===== config.mk =====
export PLATFORM = sky130hd
export DESIGN_NAME = adc_cycle_ctrl
export DESIGN_NICKNAME = d
export VERILOG_FILES = /design/src/rtl/adc_cycle_pkg.sv /design/src/rtl/adc_cyc_timer.sv /design/src/rtl/adc_ref_settle.sv /design/src/rtl/adc_code_hold.sv /design/src/rtl/adc_cycle_ctrl.sv
export SDC_FILE = /design/constraint.sdc
export NUM_CORES = 1
export LEC_CHECK = 0
export BUFFER_PORTS_ARGS = -buffer_cell sky130_fd_sc_hd__buf_2
export CORE_MARGIN = 5
export CORE_UTILIZATION = 50
export CTS_CLUSTER_SIZE = 8
export DETAILED_ROUTE_END_ITERATION = 16
export MAX_ROUTING_LAYER = met4
export PLACE_DENSITY = 0.71
export SLEW_MARGIN = 15
export SYNTH_ARGS = -nofsm -noshare
export SYNTH_HDL_FRONTEND = slang
export SYNTH_HIERARCHICAL = 1
export SYNTH_SLANG_ARGS = --single-unit

===== constraint.sdc =====
create_clock -name clk_i -period 6.8 [get_ports clk_i]
set_input_delay 1.36 -clock clk_i [delete_from_list [all_inputs] [get_ports clk_i]]
set_output_delay 1.36 -clock clk_i [all_outputs]
set_load 0.02 [all_outputs]

===== src/rtl/adc_cycle_pkg.sv =====
package adc_cycle_pkg;
   typedef enum logic [1:0] {
      PH_POR  = 2'd0,
      PH_CONV = 2'd1,
      PH_WAIT = 2'd2,
      PH_XFER = 2'd3
   } phase_t;
endpackage


===== src/rtl/adc_cyc_timer.sv =====
// Shared cycle timer for the power-on hold and the conversion.
module adc_cyc_timer #(
   parameter int CW = 8
) (
   input  logic          clk_i,
   input  logic          rst_ni,
   input  logic          en_i,
   input  logic [CW-1:0] lim_i,
   output logic          done_o
);
   logic [CW-1:0] cnt_q;

   assign done_o = en_i && (cnt_q == lim_i - CW'(1));

   always_ff @(posedge clk_i or negedge rst_ni) begin
      if (!rst_ni)     cnt_q <= '0;
      else if (done_o) cnt_q <= '0;
      else if (en_i)   cnt_q <= cnt_q + CW'(1);
   end

   // the count never runs past its limit
   p_cnt_below_lim_r2: assert property (@(posedge clk_i) disable iff (!rst_ni)
      en_i |-> (cnt_q < lim_i));
endmodule


===== src/rtl/adc_ref_settle.sv =====
// Tracks how long the reference has been continuously powered.
module adc_ref_settle #(
   parameter int REF_CYC = 12000
) (
   input  logic clk_i,
   input  logic rst_ni,
   input  logic on_i,
   output logic ready_o
);
   localparam int RW = $clog2(REF_CYC + 1);
   logic [RW-1:0] cnt_q;

   assign ready_o = (cnt_q == RW'(REF_CYC));

   always_ff @(posedge clk_i or negedge rst_ni) begin
      if (!rst_ni)       cnt_q <= '0;
      else if (!on_i)    cnt_q <= '0;
      else if (!ready_o) cnt_q <= cnt_q + RW'(1);
   end

   // switching the reference off discards the settle progress
   p_off_clears_r10: assert property (@(posedge clk_i) disable iff (!rst_ni)
      !on_i |=> !ready_o);
endmodule


===== src/rtl/adc_code_hold.sv =====
// Clamps the raw result into the code range and holds it.
module adc_code_hold #(
   parameter int RAW_W = 18,
   parameter int OUT_W = 16,
   parameter bit DIFF  = 1'b1
) (
   input  logic                    clk_i,
   input  logic                    rst_ni,
   input  logic                    load_i,
   input  logic signed [RAW_W-1:0] raw_i,
   output logic [OUT_W-1:0]        code_o
);
   localparam int SW = RAW_W + 1;
   localparam logic signed [SW-1:0] TOPV = SW'((2 ** OUT_W) - 1);

   logic signed [SW-1:0] ext, biased;
   logic [OUT_W-1:0]     clamped;

   assign ext = {raw_i[RAW_W-1], raw_i};

   generate
      if (DIFF) begin : g_diff
         assign biased = ext + SW'(2 ** (OUT_W - 1));
      end else begin : g_single
         assign biased = ext;
      end
   endgenerate

   always_comb begin
      if (biased < 0)         clamped = '0;
      else if (biased > TOPV) clamped = '1;
      else                    clamped = biased[OUT_W-1:0];
   end

   always_ff @(posedge clk_i or negedge rst_ni) begin
      if (!rst_ni)     code_o <= '0;
      else if (load_i) code_o <= clamped;
   end

   // the held code moves only on a load
   p_hold_r5: assert property (@(posedge clk_i) disable iff (!rst_ni)
      !load_i |=> $stable(code_o));
endmodule


===== src/rtl/adc_cycle_ctrl.sv =====
module adc_cycle_ctrl
   import adc_cycle_pkg::*;
#(
   parameter int RAW_W    = 18,
   parameter int OUT_W    = 16,
   parameter bit DIFF     = 1'b1,
   parameter int POR_CYC  = 500,
   parameter int CONV_CYC = 16600,
   parameter int REF_CYC  = 12000
) (
   input  logic                    clk_i,
   input  logic                    supply_ok_i,
   input  logic signed [RAW_W-1:0] raw_i,
   input  logic                    sleep_req_i,
   input  logic                    acc_ack_i,
   input  logic                    rd_done_i,
   input  logic                    stop_i,
   output logic [1:0]              phase_o,
   output logic                    conv_en_o,
   output logic                    ref_en_o,
   output logic [OUT_W-1:0]        code_o,
   output logic                    code_bad_o
);
   localparam int MAXC = (POR_CYC > CONV_CYC) ? POR_CYC : CONV_CYC;
   localparam int CW   = $clog2(MAXC + 1);

   if (POR_CYC < 2 || CONV_CYC < 2 || REF_CYC < 1) begin : g_bad_cyc
      $error("adc_cycle_ctrl: cycle parameters out of range");
   end
   if (RAW_W <= OUT_W || OUT_W < 2) begin : g_bad_width
      $error("adc_cycle_ctrl: RAW_W must exceed OUT_W");
   end

   phase_t  phase_q;
   logic    sleep_pend_q, sleep_mode_q, bad_start_q, code_bad_q;
   logic    tmr_en, tmr_done, ref_ready, load_code;
   logic [CW-1:0] tmr_lim;

   assign tmr_en    = (phase_q == PH_POR) || (phase_q == PH_CONV);
   assign tmr_lim   = (phase_q == PH_POR) ? CW'(POR_CYC) : CW'(CONV_CYC);
   assign load_code = (phase_q == PH_CONV) && tmr_done;

   assign phase_o    = phase_q;
   assign conv_en_o  = (phase_q == PH_CONV);
   assign ref_en_o   = (phase_q == PH_CONV) || (phase_q == PH_XFER) ||
                       ((phase_q == PH_WAIT) && !sleep_mode_q);
   assign code_bad_o = code_bad_q;

   adc_cyc_timer #(.CW(CW)) u_timer (
      .clk_i  (clk_i),
      .rst_ni (supply_ok_i),
      .en_i   (tmr_en),
      .lim_i  (tmr_lim),
      .done_o (tmr_done)
   );

   adc_ref_settle #(.REF_CYC(REF_CYC)) u_settle (
      .clk_i   (clk_i),
      .rst_ni  (supply_ok_i),
      .on_i    (ref_en_o),
      .ready_o (ref_ready)
   );

   adc_code_hold #(.RAW_W(RAW_W), .OUT_W(OUT_W), .DIFF(DIFF)) u_hold (
      .clk_i  (clk_i),
      .rst_ni (supply_ok_i),
      .load_i (load_code),
      .raw_i  (raw_i),
      .code_o (code_o)
   );

   always_ff @(posedge clk_i or negedge supply_ok_i) begin
      if (!supply_ok_i) begin
         phase_q      <= PH_POR;
         sleep_pend_q <= 1'b0;
         sleep_mode_q <= 1'b0;
         bad_start_q  <= 1'b0;
         code_bad_q   <= 1'b0;
      end else begin
         case (phase_q)
            PH_POR: if (tmr_done) begin
               phase_q     <= PH_CONV;
               bad_start_q <= !ref_ready;
            end
            PH_CONV: if (tmr_done) begin
               phase_q      <= PH_WAIT;
               sleep_mode_q <= sleep_pend_q;
               sleep_pend_q <= 1'b0;
               code_bad_q   <= bad_start_q;
            end
            PH_WAIT: if (acc_ack_i) begin
               phase_q      <= PH_XFER;
               sleep_mode_q <= 1'b0;
            end
            PH_XFER: begin
               if (sleep_req_i) sleep_pend_q <= 1'b1;
               if (rd_done_i || stop_i) begin
                  phase_q     <= PH_CONV;
                  bad_start_q <= !ref_ready;
               end
            end
            default: phase_q <= PH_POR;
         endcase
      end
   end

   // power-on hold hands over to a conversion
   p_por_to_conv_r1: assert property (@(posedge clk_i) disable iff (!supply_ok_i)
      (phase_q == PH_POR && tmr_done) |=> (phase_q == PH_CONV));
   // a running conversion is not left before its timer expires
   p_no_abort_r3: assert property (@(posedge clk_i) disable iff (!supply_ok_i)
      (phase_q == PH_CONV && !tmr_done) |=> (phase_q == PH_CONV));
   // wait is held until an acknowledge
   p_wait_idle_r6: assert property (@(posedge clk_i) disable iff (!supply_ok_i)
      (phase_q == PH_WAIT && !acc_ack_i) |=> (phase_q == PH_WAIT));
   // acknowledge opens the data phase with the reference on
   p_ack_to_xfer_r7: assert property (@(posedge clk_i) disable iff (!supply_ok_i)
      (phase_q == PH_WAIT && acc_ack_i) |=> (phase_q == PH_XFER && ref_en_o));
   // end of access restarts conversion
   p_end_to_conv_r8: assert property (@(posedge clk_i) disable iff (!supply_ok_i)
      (phase_q == PH_XFER && (rd_done_i || stop_i)) |=> (phase_q == PH_CONV));
   // a pending sleep request turns the reference off in the wait phase
   p_sleep_ref_off_r9: assert property (@(posedge clk_i) disable iff (!supply_ok_i)
      (load_code && sleep_pend_q) |=> (!ref_en_o && !sleep_pend_q));
endmodule


Yosys cells after proc, flatten, opt, wreduce, memory -nomap -nowiden
Cells that the tools add are included.
{ "word_totals": {"register_bits": 51, "latchBits": 0, "ramBits": 0, "rom_bits": 0, "input_bits": 24, "out_inout_bits": 21, "elab_cells": 65, "n_memories": 0} }
{ "op_classes": {"n_addsub": 4, "mul": 0, "div_mod_pow": 0, "order_cmp": 2, "n_eq_ne": 11, "n_shift": 0, "n_mux": 21, "bitwise_logic": 0, "reduce_logical": 19} }
{ "op_table": {"columns": ["cell", "n"], "rows": [
  ["15-bit 2-to-1 mux", 3],
  ["16-bit 2-to-1 mux", 2],
  ["14-bit 2-to-1 mux", 2],
  ["18-bit by 17-bit adder with 19-bit output, second input constant", 1],
  ["19-bit by 17-bit > comparator with 1-bit output, second input constant", 1],
  ["19-bit by 1-bit < comparator with 1-bit output, second input constant", 1],
  ["15-bit by 1-bit adder with 15-bit output, second input constant", 1],
  ["15-bit == test", 1],
  ["15-bit by 1-bit subtractor with 15-bit output, second input constant", 1],
  ["14-bit by 1-bit adder with 14-bit output, second input constant", 1],
  ["14-bit == test, second input constant", 1],
  ["3-bit AND reduction", 3],
  ["2-bit 2-to-1 mux", 4],
  ["2-bit != test, second input constant", 4],
  ["2-bit case mux with 4 select lines", 1],
  ["2-bit nonzero test", 4],
  ["1-bit 2-to-1 mux", 6],
  ["1-bit case mux with 2 select lines", 3],
  ["2-bit == test, second input constant", 2],
  ["1-bit logical OR", 4],
  ["2-bit by 1-bit != test with 1-bit output, second input constant", 2],
  ["4-bit AND reduction", 1],
  ["1-bit logical AND", 3],
  ["2-bit by 1-bit == test with 1-bit output, second input constant", 1],
  ["3 further kinds", 4]
]} }

Logic depth before layout (Yosys ltp)
{ "logic_depth": {"word_depth": 7, "depth_mapped": 15, "ltp_nobuf": 12} }

Cells and area by module
The synthesis kept the hierarchy.
{ "modules_own_cells": {"columns": ["mod", "instances", "cells_per_inst", "area_per_inst_um2", "seq_area_each_um2"], "rows": [
  ["adc_cyc_timer", 1, 149, 1280.0, 375.4],
  ["adc_ref_settle", 1, 80, 779.5, 350.3],
  ["adc_code_hold", 1, 83, 773.2, 400.4],
  ["adc_cycle_ctrl", 1, 43, 412.9, 150.1]
]} }

Least setup slack after synthesis
Ideal clock, no wire load.
{ "synth_timing": {"path_kind": "register -> register", "from": "register phase_q[0] (netlist: phase_o[0])", "to": "register u_hold.code_o[0]", "setup_ns": 0.135, "t_arrival_ns": 3.350, "t_required_ns": 6.665, "setup_slack_ns": 3.315, "path_stages_with_launch": 15, "n_path_buf": 4, "period_less_slack_ns": 3.485, "path_cell_list": "dfrtp_1 inv_1 ha_1 nor2_1 inv_1 clkbuf_1 nand3_1 nor3b_1 o2111ai_1 a2111oi_4 buf_6 and2_1 buf_4 clkbuf_1 o22ai_1"} }
{ "synth_via": {"elab_chain_cells": 6, "word_cells_on_any_way": 8, "classes_between": "add/sub (1); eq/ne (2); mux (1); reduce/logical (4)"} }
{ "synth_lines": {"columns": ["item", "line", "text"], "rows": [
  ["start: declaration", "adc_cycle_ctrl.sv:34", "phase_t phase_q;"],
  ["start signal: assignment", "adc_cycle_ctrl.sv:74", "phase_q <= PH_POR;"],
  ["start signal: assignment", "adc_cycle_ctrl.sv:82", "phase_q <= PH_CONV;"],
  ["start signal: assignment", "adc_cycle_ctrl.sv:86", "phase_q <= PH_WAIT;"],
  ["2-bit zero test", "adc_cycle_ctrl.sv:40", "assign tmr_lim = (phase_q == PH_POR) ? CW'(POR_CYC) : CW'(CONV_CYC);"],
  ["15-bit 2-to-1 mux", "adc_cycle_ctrl.sv:40", null],
  ["net tmr_lim[2]", "adc_cycle_ctrl.sv:37", "logic [CW-1:0] tmr_lim;"],
  ["15-bit by 1-bit subtractor with 15-bit output", "adc_cyc_timer.sv:13", "assign done_o = en_i && (cnt_q == lim_i - CW'(1));"],
  ["15-bit == test", "adc_cyc_timer.sv:13", null],
  ["1-bit logical AND", "adc_cyc_timer.sv:13", null],
  ["net tmr_done", "adc_cycle_ctrl.sv:36", "logic tmr_en, tmr_done, ref_ready, load_code;"],
  ["1-bit logical AND", "adc_cycle_ctrl.sv:41", "assign load_code = (phase_q == PH_CONV) && tmr_done;"],
  ["net load_code", "adc_cycle_ctrl.sv:36", null],
  ["end signal: assignment", "adc_code_hold.sv:37", "else if (load_i) code_o <= clamped;"],
  ["end: declaration", "adc_code_hold.sv:11", "output logic [OUT_W-1:0] code_o"]
]} }
The timed path passes the listed nets, and every way through them passes these cells.
A chain may end at the register's enable or synchronous reset.

Worst setup path after layout
{ "layout_timing": {"from": "register phase_q[0] (netlist: phase_o[0])", "to": "register u_hold.code_o[15]"} }
Same word-level chain as after synthesis.

==> impl_metrics.csv <==
group,metric,value,unit
drt,first_iter_violations,108,
layout,syn2layout_area_growth,14.2,%
min_path,hp-class,"reg -> reg",
clock_tree,postCtsSetupBuffers,0,
drt,drcViolationCount,0,
place,port_buffers,44,
drt,wl,6.73,mm
floorplanning,die_x,90.6,um
grt,grt_pass1_vias,2576,
timing,setup_viol,0,
synth,synth_edf_count,0,
synth,netlist_area,3250,um2
pwr,powerDensity,140,nW/um2
worst_setup_path,start_kind,"flop",
worst_setup_path,critPathArrivalTime,4.63,ns
clock_tree,tritoncts,"built",
drt,drt-vias-per-instance,5.33,
clock_tree,clock_sinks,51,
synth,ys_seq_area_share,39.3,%
layout,regArea,1280,um2
synth,ys_types,59,
floorplanning,die-height,90.6,um
timing,max_freq,0.226,GHz
floorplanning,die_area,8200,um2
clock_tree,clockRootBuffer,"clkbuf_8",
timing,relSlewSlack,49.4,%
clock_tree,cts-htree-levels,2,
clock_tree,cts_hold_buf,0,
synth,synthCells,355,
run_status,status,"finished, final reports clean",
worst_setup_path,critical_path_buf_inv_count,3,
timing,tns,0,ns
grt,grt_overflow,0,
synth,synth-seq-cells,51,
worst_setup_path,worstSetupPathType,"reg -> reg",
synth,syn_avg_cell_area,9.14,um2
worst_setup_path,path_max_fanout,22,
pwr,vdd_drop_max,127,uV
drt,antenna_left,0,
layout,nets,461,
clock_tree,clk_path_buf_depth,2,
floorplanning,pin_count,45,
timing,fin_ws,2.38,ns
timing,rsz0062_at_grt,"false",
worst_setup_path,cp.required,7.01,ns
timing,fin_skew,0.00696,ns
grt,grt_pass1_wl,11.9,mm
layout,drive_gt1_share,16.9,%
drt,drtPass1Iterations,4,
synth,synthArstFlopShare,100,%
place,globalplace.congestion,0.795,
synth,synth_flop_cell,"dfrtp_1",
run,maxCapViolations,0,
timing,fin_crit,4.42,ns
floorplanning,num_rows,29,
drt,route.vias.total,2684,
synth,yosys_warnings,6,
layout,num_antenna_cells,0,
worst_setup_path,slowest_stage,"ha_1",
clock_tree,path_clk_slew,0.10,ns
drt,wl_per_cell,13.3,um
timing,hold_viol_final,0,
pwr,p_leak,1.71,nW
grt,antenna_found_initial,0,
place,post_dp_cell_area,3620,um2
layout,multi_input_area,1870,um2
layout,fillerInstances,610,
timing,worst_pin_slew,0.759,ns
worst_setup_path,slowest_delay,0.66,ns
clock_tree,clock_latency,0.30,ns
grt,grt_usage,17.5,%
floorplanning,initial_core_util,51.1,%
worst_setup_path,cp_top_family,"simple AND/OR/NAND/NOR gates",
layout,final_design_area_no_fill,3710,um2
clock_tree,cts_buffers,5,
timing,slew_viol_final,0,
worst_setup_path,cp-end-kind,"flop",
grt,grt_max_degree,52,
timing,fin_crit_sh,65.0,%
floorplanning,core_area,6350,um2
place,dp_hpwl,5.01,mm
clock_tree,cts_resized,0,
worst_setup_path,cpMostUsedCell,"inv_1",
place,pre_cts_ws,2.33,ns
worst_setup_path,path_cells,"inv_1 -> ha_1 -> inv_1 -> xor2_1 -> o311ai_0 -> o21ai_0 -> o2111ai_1 -> a2111oi_4 -> buf_4 -> and2_1 -> nand2_1 -> a22oi_1",
==> cell type report <==
type / instances / area share [%]
Clock buffer: 5 / 1.86
Timing Repair Buffer: 47 / 6.55
Clock inverter: 3 / 0.540
Inverter: 36 / 3.64
Tap cell: 77 / 2.60
Sequential cell: 51 / 34.4
Multi-Input combinational cell: 285 / 50.4
==> synth_stat cells, types with 6 or more instances <==
master | n | share of area [%]
nand3_1 | 13 | 2.0
mux2i_1 | 7 | 2.2
xnor2_1 | 11 | 3.0
a21oi_1 | 9 | 1.4
nand2b_1 | 9 | 1.7
nand4_1 | 15 | 2.9
o22ai_1 | 16 | 3.1
inv_1 | 36 | 4.2
dfrtp_1 | 51 | 39
nor3_1 | 21 | 3.2
clkbuf_1 | 6 | 0.69
nor2_1 | 25 | 2.9
o21ai_0 | 9 | 1.4
nand2_1 | 22 | 2.5
o31ai_1 | 6 | 1.4
xor2_1 | 19 | 5.1
ha_1 | 11 | 4.2
==> stage by stage <==
stage               instances  hold WS, ns  utilization, %  total power, mW
finish                    504        0.523            58.4            0.518
global route              504        0.560            58.4            0.543
CTS                       504        0.532            58.4            0.522
detailed placement        496        0.509            57.0            0.350
global placement          496        0.499            57.0            0.350
floorplan                 386        0.464               -            0.333
==> routing by layer <==
| layer | up-vias | wire [um] | track usage, % |
|---|---|---|---|
| met4 | 0 | 73 | 3.85 |
| met3 | 7 | 186 | 2.75 |
| met2 | 31 | 3330 | 28.0 |
| met1 | 1281 | 3140 | 23.4 |
| met5 | - | 0 | - |
| li1 | 1365 | - | - |
==> worst paths after layout <==
kind                                                from                        endpoint  slack (ns)  depth (start not counted)
worst max register to register    phase_o[0]$_DFFE_PN0P_   u_hold/code_o[15]$_DFFE_PN0P_        2.38                         12
max in group asynchronous                    supply_ok_i  u_settle/cnt_q[12]$_DFFE_PN0P_        5.22                          2
worst min-delay path            sleep_mode_q$_DFFE_PN0P_        sleep_mode_q$_DFFE_PN0P_        0.52                          1
worst min register to register  sleep_mode_q$_DFFE_PN0P_        sleep_mode_q$_DFFE_PN0P_        0.52                          1
worst max-delay path              phase_o[0]$_DFFE_PN0P_   u_hold/code_o[15]$_DFFE_PN0P_        2.38                         12
min in group asynchronous                    supply_ok_i        sleep_pend_q$_DFFE_PN0P_        1.14                          2
==> power by group <==
group	total [mW]	switching [mW]	leakage [nW]	internal, mW
clock network	0.174	0.102	0.0402	0.0718
logic	0.0416	0.0266	1.07	0.0150
registers	0.303	0	0.600	0.303
==> placed cells by master (no fill, tap or decap), types with 2 or more instances in the layout <==
cell        Yosys  routed
dfrtp_1        51      51
buf_2           2      44
inv_1          36      36
conb_1          2      33
nor2_1         25      25
nand2_1        22      22
nor3_1         21      21
xor2_1         19      19
o22ai_1        16      16
nand4_1        15      15
nand3_1        13      13
ha_1           11      11
xnor2_1        11      11
o21ai_0         9       9
nand2b_1        9       9
a21oi_1         9       9
mux2i_1         7       7
o31ai_1         6       6
clkbuf_8        0       5
or4_1           5       5
nor4_1          5       5
nand3b_1        4       4
a31oi_1         3       3
buf_4           3       3
or3_1           3       3
mux2_1          2       2
and3_1          2       2
a21o_1          2       2
clkinvlp_4      0       2
a22oi_1         2       2
nor4_4          2       2
nor3b_1         2       2
o2111ai_1       2       2
==> registers in the layout, indices dropped and copies added (netlist names) <==
signal / flops
bad_start_q: 1
u_settle/cnt_q: 14
code_bad_o: 1
u_timer/cnt_q: 15
sleep_pend_q: 1
sleep_mode_q: 1
phase_o: 2
u_hold/code_o: 16
==> logic make-up after synthesis <==
| kind of cell | count (synthesis) | share of synthesized area [%] |
|---|---|---|
| adders and majority gates | 11 | 4.24 |
| other | 2 | 0.231 |
| buffers and inverters | 50 | 6.71 |
| DFF | 51 | 39.3 |
| and+or+nand+nor | 140 | 24.8 |
| xor gates and xnor gates | 31 | 8.60 |
| AOI/OAI and AO/OA | 61 | 13.2 |
| muxes | 9 | 2.85 |
Power figures use the tool's default switching activity.
